`src/rtl/refmon_pkg.sv`:
```
// Package: shared constants and helpers for the reference clock monitor.
// Assumes exactly two references; selection index is one bit wide.
package refmon_pkg;
    localparam int unsigned NUM_REFS = 2;

    // Index of the reference that is not currently selected.
    function automatic logic other_ref(input logic idx);
        return ~idx;
    endfunction
endpackage

```
`src/rtl/refmon_sync.sv`:
```
// Module: refmon_sync
// Brings one asynchronous level into the feedback clock domain through a
// chain of STAGES flops. Assumes STAGES >= 2; resets the chain to zero.
module refmon_sync #(
    parameter int unsigned STAGES = 2
) (
    input  logic clk,
    input  logic rst_n,
    input  logic d_i,
    output logic q_o
);
    logic [STAGES-1:0] chain_q;

    // Shift the sampled level along the synchronizer chain.
    always_ff @(posedge clk) begin
        if (!rst_n) chain_q <= '0;
        else        chain_q <= {chain_q[STAGES-2:0], d_i};
    end

    assign q_o = chain_q[STAGES-1];
endmodule

```
`src/rtl/refmon_stuck_det.sv`:
```
// Module: refmon_stuck_det
// Counts feedback edges without a level change on a synchronized reference.
// Raises a sticky bad flag when the count reaches LIMIT. A clear empties the
// counter and flag. Assumes lvl_i is already synchronous to clk.
module refmon_stuck_det #(
    parameter int unsigned LIMIT = 3
) (
    input  logic clk,
    input  logic rst_n,
    input  logic clr_i,
    input  logic lvl_i,
    output logic bad_o
);
    localparam int unsigned CW = $clog2(LIMIT + 1);
    localparam logic [CW-1:0] LIM = CW'(LIMIT);

    logic          prev_q;
    logic [CW-1:0] cnt_q;
    logic [CW-1:0] cnt_d;
    logic          changed;
    logic          hit;

    // Next count: zero on a transition, otherwise saturating increment.
    always_comb begin
        changed = (lvl_i != prev_q);
        if (changed)          cnt_d = '0;
        else if (cnt_q == LIM) cnt_d = cnt_q;
        else                  cnt_d = cnt_q + 1'b1;
        hit = (cnt_d == LIM);
    end

    // Hold last level, count, and latch the sticky flag.
    always_ff @(posedge clk) begin
        if (!rst_n) begin
            prev_q <= 1'b0;
            cnt_q  <= '0;
            bad_o  <= 1'b0;
        end else begin
            prev_q <= lvl_i;
            if (clr_i) begin
                cnt_q <= '0;
                bad_o <= 1'b0;
            end else begin
                cnt_q <= cnt_d;
                bad_o <= bad_o | hit;
            end
        end
    end

    // a flag only rises from a counter one short of the limit.
    a_r1_rise_at_limit: assert property (@(posedge clk) disable iff (!rst_n)
        $rose(bad_o) |-> ($past(cnt_q) == LIM - 1'b1));
    // a flag stays set unless a clear is applied.
    a_r3_sticky: assert property (@(posedge clk) disable iff (!rst_n)
        (bad_o && !clr_i) |=> bad_o);
    // a clear leaves the flag low and the counter empty.
    a_r4_clear: assert property (@(posedge clk) disable iff (!rst_n)
        clr_i |=> (!bad_o && cnt_q == '0));
endmodule

```
`src/rtl/refmon_select.sv`:
```
// Module: refmon_select
// Chooses the active reference from the two bad flags. Under override or
// alarm clear it loads the preferred input. Otherwise it moves away from a
// bad selection when the other side is good, and holds when both are bad.
module refmon_select
    import refmon_pkg::*;
(
    input  logic                clk,
    input  logic                rst_n,
    input  logic [NUM_REFS-1:0] bad_i,
    input  logic                pref_i,
    input  logic                ovr_i,
    input  logic                clr_i,
    output logic                sel_o
);
    logic sel_d;
    logic alt;

    // Selection rule: forced load, fault switch, or hold.
    always_comb begin
        alt = other_ref(sel_o);
        if (ovr_i || clr_i)                 sel_d = pref_i;
        else if (bad_i[sel_o] && !bad_i[alt]) sel_d = alt;
        else                                sel_d = sel_o;
    end

    // Register the selection; reset picks reference 0.
    always_ff @(posedge clk) begin
        if (!rst_n) sel_o <= 1'b0;
        else        sel_o <= sel_d;
    end

    // auto mode leaves a bad selection when the other side is good.
    a_r5_switch: assert property (@(posedge clk) disable iff (!rst_n)
        (!ovr_i && !clr_i && bad_i[sel_o] && !bad_i[~sel_o])
        |=> (sel_o != $past(sel_o)));
    // both bad in auto mode keeps the selection still.
    a_r6_hold_both_bad: assert property (@(posedge clk) disable iff (!rst_n)
        (!ovr_i && !clr_i && (&bad_i)) |=> $stable(sel_o));
    // override or clear loads the preferred input.
    a_r7_force_pref: assert property (@(posedge clk) disable iff (!rst_n)
        (ovr_i || clr_i) |=> (sel_o == $past(pref_i)));
endmodule

```
`src/rtl/refclk_monitor.sv`:
```
// Module: refclk_monitor (top)
// Two synchronized activity detectors and one selector, all on the feedback
// clock. Assumes the references are asynchronous and the feedback clock
// runs faster than twice the highest expected idle period resolution.
module refclk_monitor
    import refmon_pkg::*;
#(
    parameter int unsigned STUCK_EDGES = 3,
    parameter int unsigned SYNC_STAGES = 2
) (
    input  logic       clk_fb,
    input  logic       rst_n,
    input  logic [1:0] ref_in,
    input  logic       pref_sel_i,
    input  logic       override_i,
    input  logic       alarm_clr_i,
    output logic [1:0] bad_o,
    output logic       sel_o
);
    logic [NUM_REFS-1:0] lvl_sync;

    // One synchronizer and detector per reference.
    for (genvar g = 0; g < NUM_REFS; g++) begin : g_ref
        refmon_sync #(.STAGES(SYNC_STAGES)) u_sync (
            .clk   (clk_fb),
            .rst_n (rst_n),
            .d_i   (ref_in[g]),
            .q_o   (lvl_sync[g])
        );
        refmon_stuck_det #(.LIMIT(STUCK_EDGES)) u_det (
            .clk   (clk_fb),
            .rst_n (rst_n),
            .clr_i (alarm_clr_i),
            .lvl_i (lvl_sync[g]),
            .bad_o (bad_o[g])
        );
    end

    refmon_select u_sel (
        .clk    (clk_fb),
        .rst_n  (rst_n),
        .bad_i  (bad_o),
        .pref_i (pref_sel_i),
        .ovr_i  (override_i),
        .clr_i  (alarm_clr_i),
        .sel_o  (sel_o)
    );
endmodule

```
`config.mk`:
```
export PLATFORM = sky130hd
export DESIGN_NAME = refclk_monitor
export DESIGN_NICKNAME = d
export VERILOG_FILES = /design/src/rtl/refmon_pkg.sv /design/src/rtl/refmon_sync.sv /design/src/rtl/refmon_stuck_det.sv /design/src/rtl/refmon_select.sv /design/src/rtl/refclk_monitor.sv
export SDC_FILE = /design/constraint.sdc
export NUM_CORES = 1
export LEC_CHECK = 0
export ABC_AREA = 1
export BUFFER_PORTS_ARGS = -buffer_cell sky130_fd_sc_hd__buf_2
export CAP_MARGIN = 10
export CELL_PAD_IN_SITES_DETAIL_PLACEMENT = 0
export CELL_PAD_IN_SITES_GLOBAL_PLACEMENT = 1
export CORE_MARGIN = 2
export CORE_UTILIZATION = 38
export DETAILED_ROUTE_END_ITERATION = 8
export PLACE_DENSITY_LB_ADDON = 0.1
export SLEW_MARGIN = 20
export SYNTH_ARGS = -nofsm -noshare
export SYNTH_HDL_FRONTEND = slang
export SYNTH_SLANG_ARGS = --single-unit
```
`constraint.sdc`:
```
create_clock -name clk_fb -period 1.6 [get_ports clk_fb]
set_input_delay 0.32 -clock clk_fb [delete_from_list [all_inputs] [get_ports clk_fb]]
set_output_delay 0.32 -clock clk_fb [all_outputs]
set_load 0.02 [all_outputs]
```
==> reports/results.ini, run 1 <==
[pwr]
ir_worst_vdd_mv=0.490
power_density_nw_per_um2=1030
finalPower_uw=581
cellLeakagePower_uw=0.000294

[clock_network]
cts_post_setup_buffers_inserted=0
cts_made_buffers=3
cts_max_level=1
clkLatencyLatePin_ns=0.26
post_cts.resized_instances=0
cts_tree=done
cts.sink_count=13
clkSlewWorstSetupHoldPaths_ns=0.08
clock_tree.buffer_depth=2
cts-root-buf=sky130_fd_sc_hd__clkbuf_4
cts_hold_buf=0

[die]
core_um2=1250
design.portCount=10
fp.dieH_um=40.1
floorplan.die.width_um=40.1
die_area_um2=1610
initial_utilization_pct=39.6
rows=13

[sta]
layout_worst_path_cycle_share_pct=70.6
fin_worst_skew_ns=0.00170
max_slew.worst_pin.slew_ns=0.141
grt_setup_unrepaired=false
finalCriticalPeriod_ns=1.13
setup-tns-final_ns=0
fmax_ghz=0.885
setup_violations=0
timing_hold_violations_final=0
slew-limit-headroom_pct=90.5
slew_viol_final=0

[yosys]
syn-num-nets=70
netlist-cell-type-count=13
synth.avg_cell_area_um2=7.86
synth.yosys.seq_area_share_pct=52.5
netlist_area_um2=495
synth.area.top_cells=sky130_fd_sc_hd__dfxtp_1 53%, sky130_fd_sc_hd__inv_1 12%, sky130_fd_sc_hd__nand2_1 12%
synth-seq-cells=13
synthesis.yosys.warnings=0
dominant_cell_type_by_area_after_synthesis=sky130_fd_sc_hd__dfxtp_1
synth_top_area_share_pct=52.5
gate_count_after_technology_mapping=63

[worst_setup_path]
critPathMaxStageDelay_ns=0.37
critical_path.endpoint_type=primary output
worst-path-buf-inv=1
path_delay_family=flip-flops
worst_setup_start_kind=flip-flop
critPathRequiredTime_ns=1.28
worstSetupPathType=reg -> out
path_max_fanout=4
crit_arrival_ns=0.81
cpMaxStageDelayCell=sky130_fd_sc_hd__dfxtp_1
worstPathCellList=buf_2

[route]
detail_route.iter0.violations=1
route.vias.total=352
drc=0
ant_nets=0
drt-wirelength-per-cell_um=7.45
first_pass_iters=2
route.detailed.vias_per_inst=4.00
finalWirelength_um=656

[final_layout]
nets_final=81
most_used_cells_in_the_layout_excluding_fill_and_tap_cells=16 x sky130_fd_sc_hd__nand2_1, 16 x sky130_fd_sc_hd__inv_1, 13 x sky130_fd_sc_hd__dfxtp_1
area.growth.synth_to_final_pct=13.6
final_core_utilization_pct=45.0
layout.cells.non_filler=88
share_of_cells_above_drive_strength_1_pct=20.5
diodes=0

[global_route]
number_of_global_route_vias_before_repair=294
grt_use_total_pct=11.2
antenna_violations_before_repair=0
maximum_number_of_pins_on_one_net_before_global_route_repair=9
grt_remaining_overflow=0
grt_first_pass_wirelength_um=1110

[worst_hold_path]
hold_class=in -> reg

[placed_design]
place_hpwl_um=508
buffer_ports.inserted=9
gp_congestion=0.567
placedCellCount=84

[job]
timing.max_cap.violations=0

[run_status]
outcome=finished, final reports clean

## final cells by class
class	count	area, um2
fill	119	689
timing repair buffer	9	45.0
inverter	17	63.8
tap	15	18.8
sequential	13	260
clock buffer	4	26.3
multi-input combinational	30	149
## tightest hold or removal path, stage by stage
cell and delay (ns):
sky130_fd_sc_hd__buf_2 0.07, sky130_fd_sc_hd__nand2_1 0.04, sky130_fd_sc_hd__inv_1 0.04
## metal layers
layer / vias up / wire, um / global-route usage [%]
met5: - / 0 / 0
met4: 0 / 5 / 10.3
met3: 2 / 37 / 3.33
met2: 9 / 254 / 14.9
met1: 140 / 359 / 14.1
li1: 201 / - / -
## worst paths after layout
kind	depth (start not counted)	to	start	slack, ns
worst max-delay path	1	bad_o[1]	g_ref[1].u_det.bad_o$_SDFF_PP0_	0.47
worst max register to register	4	g_ref[1].u_det.cnt_q[1]$_SDFF_PP0_	g_ref[1].u_sync.chain_q[1]$_SDFF_PN0_	0.85
worst min register to register	2	g_ref[0].u_sync.chain_q[1]$_SDFF_PN0_	g_ref[0].u_sync.chain_q[0]$_SDFF_PN0_	0.42
worst min-delay path	3	g_ref[1].u_sync.chain_q[0]$_SDFF_PN0_	ref_in[1]	0.23
## sequential cells by signal (all words and copies together) (netlist names)
register	cells
g_ref.u_det.bad_o	2
g_ref.u_sync.chain_q	4
g_ref.u_det.cnt_q	4
g_ref.u_det.prev_q	2
u_sel.sel_o	1
## cell families after synthesis
kind of cell / count (synthesis) / share of synthesized area, %
flops: 13 / 52.5
compound gates: 8 / 8.58
buf+inv: 20 / 17.4
simple gates: 22 / 21.5
## synthesized netlist by cell type
cell,count
sky130_fd_sc_hd__dfxtp_1,13
sky130_fd_sc_hd__nand2_1,16
sky130_fd_sc_hd__o21ai_1,3
sky130_fd_sc_hd__a21oi_1,3
sky130_fd_sc_hd__inv_2,1
sky130_fd_sc_hd__nand3_2,1
sky130_fd_sc_hd__inv_1,16
sky130_fd_sc_hd__buf_4,3
sky130_fd_sc_hd__o21ai_0,1
sky130_fd_sc_hd__nor2_8,1
sky130_fd_sc_hd__a21boi_1,1
sky130_fd_sc_hd__nor2_1,3
sky130_fd_sc_hd__nand3_1,1
## where the power goes
| part | switching [uW] | internal, uW | total [uW] | leakage (uW) |
|---|---|---|---|---|
| clock network | 97.9 | 96.4 | 194 | 0.0000150 |
| registers | 6.22 | 337 | 343 | 0.000107 |
| logic | 25.9 | 18.5 | 44.3 | 0.000172 |
## per-stage QoR
stage	cell area, um2	setup slack [ns]	hold WS [ns]
detailed placement	537	0.647	0.399
global placement	537	0.662	0.396
floorplan	495	0.773	0.390
CTS	563	0.462	0.223
finish	563	0.470	0.229
global route	563	0.420	0.224
(Power assumes the default switching activity.)
==> inputs of run 2 (changes only) <==
--- a/config.mk
+++ b/config.mk
@@ -11,7 +11,7 @@
 export CELL_PAD_IN_SITES_DETAIL_PLACEMENT = 0
 export CELL_PAD_IN_SITES_GLOBAL_PLACEMENT = 1
 export CORE_MARGIN = 2
-export CORE_UTILIZATION = 38
+export CORE_UTILIZATION = 35
 export DETAILED_ROUTE_END_ITERATION = 8
 export PLACE_DENSITY_LB_ADDON = 0.1
 export SLEW_MARGIN = 20
==> constraint.sdc (replaced) <==
create_clock -name clk_fb -period 1.15 [get_ports clk_fb]
set_input_delay 0.23 -clock clk_fb [delete_from_list [all_inputs] [get_ports clk_fb]]
set_output_delay 0.23 -clock clk_fb [all_outputs]
set_load 0.02 [all_outputs]
==> run 2 against run 1 <==
  * Worst setup slack lost 0.37 ns
  * Design area is the same
  * Non-clock buffer count is the same
  * Sequential share of layout area is the same
  * Register-to-register slack lost 0.43 ns
  * Clock skew shrank 0.00097 ns
  * Routed wire length grew 1.5%
  * Count of clock-buffer cells in the layout is the same
==> reports/results.ini, run 2 (synthesis gave the netlist of run 1 again) <==
[die]
floorplan.die.width_um=41.6  ; +3.8%
rows=13  ; unchanged
design.portCount=10  ; unchanged
die_area_um2=1730  ; +7.7%
core_um2=1320  ; +5.2%
fp.dieH_um=41.6  ; +3.8%
initial_utilization_pct=37.6  ; -2.0 points

[final_layout]
nets_final=81  ; unchanged
reg.largest.list=g_ref.u_det.cnt_q: 4 flops, g_ref.u_sync.chain_q: 4 flops
diodes=0  ; unchanged
layout.area.seq_um2=260  ; unchanged
share_of_cells_above_drive_strength_1_pct=20.5  ; unchanged
most_used_cells_in_the_layout_excluding_fill_and_tap_cells=16 x sky130_fd_sc_hd__nand2_1, 16 x sky130_fd_sc_hd__inv_1, 13 x sky130_fd_sc_hd__dfxtp_1
layout.cells.non_filler=88  ; unchanged
fillerInstances=147  ; +24%
area.growth.synth_to_final_pct=13.6  ; unchanged
multi_input_area_um2=149  ; unchanged
final_core_utilization_pct=42.7  ; -2.2 points

[worst_setup_path]
worst-path-buf-inv=1  ; unchanged
timing.reg2reg.worst_path_depth=4  ; unchanged
timing.rr.start=g_ref[1].u_sync.chain_q[1]$_SDFF_PN0_
critical_path.endpoint_type=primary output
critPathRequiredTime_ns=0.92  ; -0.36 ns
crit_arrival_ns=0.82  ; about the same
critPathMaxStageDelay_ns=0.37  ; about the same
worst_setup_start_kind=flip-flop
path_delay_family=flip-flops
worstPathCellList=buf_2
cpMaxStageDelayCell=sky130_fd_sc_hd__dfxtp_1
path_max_fanout=4  ; unchanged
timing.reg2reg.setup_slack_ns=0.42  ; -0.43 ns
reg_to_reg_critical_path_endpoint=g_ref[1].u_det.cnt_q[1]$_SDFF_PP0_
worstSetupPathType=reg -> out

[clock_network]
cts.sink_count=13  ; unchanged
cts_made_buffers=3  ; unchanged
cts_max_level=1  ; unchanged
cts_hold_buf=0  ; unchanged
clock_tree.buffer_depth=2  ; unchanged
cts_tree=done
cts_post_setup_buffers_inserted=0  ; unchanged
cts-root-buf=sky130_fd_sc_hd__clkbuf_4
clkSlewWorstSetupHoldPaths_ns=0.07  ; about the same
clkLatencyLatePin_ns=0.27  ; about the same
post_cts.resized_instances=0  ; unchanged

[sta]
layout_worst_path_cycle_share_pct=91.5
fin_worst_skew_ns=0.000736  ; -0.000966 ns
postLayoutSetupSlackWorst_ns=0.0973  ; -0.372 ns
max_slew.worst_pin.slew_ns=0.163  ; +0.0223 ns
setup_violations=0  ; unchanged
fmax_ghz=0.950
hold_ws_ns=0.132  ; -0.0968 ns
timing_hold_violations_final=0  ; unchanged
slew_viol_final=0  ; unchanged
slew-limit-headroom_pct=89.0  ; -1.5 points
setup-tns-final_ns=0  ; unchanged
grt_setup_unrepaired=false
finalCriticalPeriod_ns=1.05

[global_route]
grt_use_total_pct=10.8  ; -0.42 points
number_of_global_route_vias_before_repair=350  ; +19%
grt_remaining_overflow=0  ; unchanged
antenna_violations_before_repair=0  ; unchanged
maximum_number_of_pins_on_one_net_before_global_route_repair=9  ; unchanged
grt_first_pass_wirelength_um=1360  ; +22%

[worst_hold_path]
hold_class=in -> reg
hold_end=g_ref[0].u_sync.chain_q[0]$_SDFF_PN0_
depth_of_the_worst_hold_timing_path=3  ; unchanged
holdCritStartpoint=ref_in[0]

[placed_design]
gp_congestion=0.654  ; +15%
placedCellCount=84  ; unchanged
buffer_ports.inserted=9  ; unchanged
place_hpwl_um=537  ; +5.7%
dp_worst_setup_slack_ns=0.279  ; -0.368 ns

[route]
ant_nets=0  ; unchanged
first_pass_iters=2  ; unchanged
route.detailed.vias_per_inst=4.15  ; +3.7%
route.vias.total=365  ; +3.7%
finalWirelength_um=666  ; +1.5%
drt-wirelength-per-cell_um=7.57  ; +1.5%
detail_route.iter0.violations=2  ; +1
drc=0  ; unchanged

[pwr]
ir_worst_vdd_mv=0.469  ; -4.3%
cellLeakagePower_uw=0.000294  ; unchanged
power_density_nw_per_um2=1440  ; +40%

[run_status]
outcome=finished, final reports clean

[job]
timing.max_cap.violations=0  ; unchanged

run 2: routing by layer:
metal  GRT usage, %  share of wire (%)  vias up
met4           11.6                6.3        0
met3           2.61                5.1        5
met2           13.8                 35       12
met1           13.8                 53      147
li1               -                  -      201
met5              0                  0        -
run 2: worst max-delay path by stage:
stage,start,end,slack (ns),cells past startpoint
2_1_floorplan,rst_n,g_ref[1].u_det.bad_o$_SDFF_PP0_,0.41,5
3_3_place_gp,rst_n,g_ref[1].u_det.cnt_q[0]$_SDFF_PP0_,0.30,5
3_5_place_dp,rst_n,g_ref[1].u_det.cnt_q[1]$_SDFF_PP0_,0.28,5
4_1_cts,g_ref[1].u_det.bad_o$_SDFF_PP0_,bad_o[1],0.07,1
5_1_grt,g_ref[1].u_det.bad_o$_SDFF_PP0_,bad_o[1],0.04,1
6_report,g_ref[1].u_det.bad_o$_SDFF_PP0_,bad_o[1],0.1,1
run 2: final cells by class:
type                    instances  area share (%)
clock buffers                   4            4.67
inverters                      17            11.3
multi-input cells              30            26.4
flip-flops and latches         13            46.2
well taps                      15            3.33
repair buffers                  9            8.00
run 2: per-stage QoR:
step	cell area, um2	power, uW
finish	563	811
global route	563	858
CTS	563	830
detailed placement	537	551
global placement	537	551
floorplan	495	531
run 2: where the power goes:
| part | leakage (uW) | total [uW] | switching [uW] | internal [uW] |
|---|---|---|---|---|
| Clock | 0.0000150 | 273 | 138 | 135 |
| Combinational | 0.000172 | 61.8 | 36.1 | 25.7 |
| Sequential | 0.000107 | 477 | 8.19 | 468 |
| Total | 0.000294 | 811 | 182 | 629 |
run 2: worst reg2reg max path, delay by kind of cell, from the launching register on:
kind            cells  cell delay, ns
simple gates        2            0.15
compound gates      1            0.12
buf+inv             1            0.04
flops               1            0.35
==> inputs of run 3 (changes only) <==
--- a/config.mk
+++ b/config.mk
@@ -14,6 +14,7 @@
 export CORE_UTILIZATION = 35
 export DETAILED_ROUTE_END_ITERATION = 8
 export PLACE_DENSITY_LB_ADDON = 0.1
+export REMOVE_ABC_BUFFERS = 1
 export SLEW_MARGIN = 20
 export SYNTH_ARGS = -nofsm -noshare
 export SYNTH_HDL_FRONTEND = slang
==> run 3 against run 2 <==
  * Combinational power about the same
  * Utilization unchanged
  * Maximum frequency about the same
  * Count of clock-buffer cells in the layout unchanged
  * Power up 0.27%
  * First-iteration DRC count down 50%
  * Critical endpoint unchanged
  * Register-to-register slack about the same
  * Highest routed layer unchanged
  * Sequential power about the same
  * Largest power group unchanged
  * Clock skew up 0.0023 ns
==> reports/results.ini, run 3 (synthesis gave the netlist of run 1 again) <==
[global_route]
grt_remaining_overflow=0  ; unchanged
maximum_number_of_pins_on_one_net_before_global_route_repair=9  ; unchanged
grt_use_total_pct=9.76  ; -1.0 points
grt_first_pass_wirelength_um=1190  ; -13%
number_of_global_route_vias_before_repair=313  ; -11%
antenna_violations_before_repair=0  ; unchanged

[sta]
fmax_ghz=0.950  ; about the same
slew_viol_final=0  ; unchanged
layout_worst_path_cycle_share_pct=91.5  ; about the same
setup-tns-final_ns=0  ; unchanged
fin_worst_skew_ns=0.00304  ; +0.00231 ns
slew-limit-headroom_pct=90.6  ; +1.6 points
grt_setup_unrepaired=false
setup_violations=0  ; unchanged
max_slew.worst_pin.slew_ns=0.140  ; -0.0233 ns
timing_hold_violations_final=0  ; unchanged
finalCriticalPeriod_ns=1.05  ; -0.000489 ns

[job]
timing.max_cap.violations=0  ; unchanged

[worst_setup_path]
path_delay_family=flip-flops
path_max_fanout=4  ; unchanged
critPathRequiredTime_ns=0.92  ; about the same
worst-path-buf-inv=1  ; unchanged
crit_arrival_ns=0.82  ; about the same
cpMaxStageDelayCell=sky130_fd_sc_hd__dfxtp_1
setup.worst_path.start=g_ref[1].u_det.bad_o$_SDFF_PP0_
worst_setup_start_kind=flip-flop
timing.reg2reg.setup_slack_ns=0.42  ; about the same
reg_to_reg_critical_path_endpoint=u_sel.sel_o$_SDFFE_PN0P_
timing.reg2reg.worst_path_depth=5  ; +1
worstSetupPathType=reg -> out
critical_path.endpoint_type=primary output
worstPathCellList=buf_2
timing.rr.start=g_ref[1].u_det.bad_o$_SDFF_PP0_
critPathMaxStageDelay_ns=0.37  ; about the same

[route]
drt-wirelength-per-cell_um=7.93  ; +4.8%
drc=0  ; unchanged
detail_route.iter0.violations=1  ; -1
route.vias.total=356  ; -2.5%
ant_nets=0  ; unchanged
first_pass_iters=2  ; unchanged
route.detailed.vias_per_inst=4.05  ; -2.5%
finalWirelength_um=698  ; +4.8%

[die]
die_area_um2=1730  ; unchanged
fp.dieH_um=41.6  ; unchanged
floorplan.die.width_um=41.6  ; unchanged
rows=13  ; unchanged
design.portCount=10  ; unchanged
core_um2=1320  ; unchanged
initial_utilization_pct=37.6  ; unchanged

[worst_hold_path]
hold_class=in -> reg
depth_of_the_worst_hold_timing_path=3  ; unchanged
holdCritStartpoint=ref_in[0]
hold_end=g_ref[0].u_sync.chain_q[0]$_SDFF_PN0_

[pwr]
swShare_pct=22.7  ; +0.25 points
ir_worst_vdd_mv=0.603  ; +29%
finalPower_uw=813  ; +0.27%
power_frac_clock_pct=33.8  ; +0.2 points
comb_power_share_pct=7.6  ; about the same
power_density_nw_per_um2=1440  ; +0.27%
power.internal_uw=628  ; about the same
power.sequential.fraction_pct=58.6  ; -0.2 points
cellLeakagePower_uw=0.000294  ; unchanged
switching_power_uw=185  ; +1.4%

[final_layout]
most_used_cells_in_the_layout_excluding_fill_and_tap_cells=16 x sky130_fd_sc_hd__nand2_1, 16 x sky130_fd_sc_hd__inv_1, 13 x sky130_fd_sc_hd__dfxtp_1
nets_final=81  ; unchanged
area.growth.synth_to_final_pct=13.6  ; unchanged
finalInstanceArea_um2=563  ; unchanged
reg.largest.list=g_ref.u_det.cnt_q: 4 flops, g_ref.u_sync.chain_q: 4 flops
diodes=0  ; unchanged
share_of_cells_above_drive_strength_1_pct=20.5  ; unchanged

[clock_network]
cts_max_level=1  ; unchanged
cts_post_setup_buffers_inserted=0  ; unchanged
post_cts.resized_instances=0  ; unchanged
cts-root-buf=sky130_fd_sc_hd__clkbuf_4
clkSlewWorstSetupHoldPaths_ns=0.08  ; about the same
cts_tree=done
cts.sink_count=13  ; unchanged
cts_made_buffers=3  ; unchanged
cts_hold_buf=0  ; unchanged
clock_tree.buffer_depth=2  ; unchanged
clkLatencyLatePin_ns=0.27  ; about the same

[placed_design]
gp_congestion=0.591  ; -9.6%
buffer_ports.inserted=9  ; unchanged
place_hpwl_um=530  ; -1.3%
placedInstanceArea_um2=537  ; unchanged

[run_status]
outcome=finished, final reports clean

run 3: cell counts in the layout (fill, tap and decap cells not counted):
No cell type changed its count.
run 3: final cells by class:
cell class	count	area (um2)
Inverter	17	63.8
Multi-Input combinational cell	30	149
Fill cell	151	754
Tap cell	15	18.8
Clock buffer	4	26.3
Timing Repair Buffer	9	45.0
Sequential cell	13	260
run 3: power groups by stage:
stage / Combinational, uW / Clock, uW / Sequential [uW]
3_5_place_dp: 63.1 / 0 / 488
2_1_floorplan: 34.7 / 0 / 490
6_report: 61.8 / 275 / 477
4_1_cts: 63.5 / 291 / 477
5_1_grt: 71.5 / 306 / 479
3_3_place_gp: 63.1 / 0 / 487
run 3: routing by layer:
metal,vias to the layer above,wire length [um],GRT usage (%)
li1,201,-,-
met1,143,365,10.5
met3,2,41,2.61
met2,10,278,13.1
met5,-,0,0
met4,0,12,13.5
run 3: how the worst max path moves through the flow:
| stage | end | slack [ns] | depth (start not counted) |
|---|---|---|---|
| floorplan | u_sel.sel_o$_SDFFE_PN0P_ | 0.34 | 5 |
| global placement | g_ref[1].u_det.cnt_q[0]$_SDFF_PP0_ | 0.30 | 5 |
| detailed placement | g_ref[1].u_det.cnt_q[0]$_SDFF_PP0_ | 0.29 | 5 |
| CTS | bad_o[1] | 0.08 | 1 |
| global route | bad_o[1] | 0.04 | 1 |
| finish | bad_o[1] | 0.1 | 1 |
run 3: metrics by stage:
| step | hold WS (ns) | instances | utilization, % | setup WS (ns) |
|---|---|---|---|---|
| 2_1_floorplan | 0.323 | 60 | - | 0.336 |
| 3_3_place_gp | 0.397 | 84 | 40.7 | 0.302 |
| 3_5_place_dp | 0.401 | 84 | 40.7 | 0.291 |
| 4_1_cts | 0.122 | 88 | 42.7 | 0.0753 |
| 5_1_grt | 0.140 | 88 | 42.7 | 0.0354 |
| 6_report | 0.136 | 88 | 42.7 | 0.0978 |
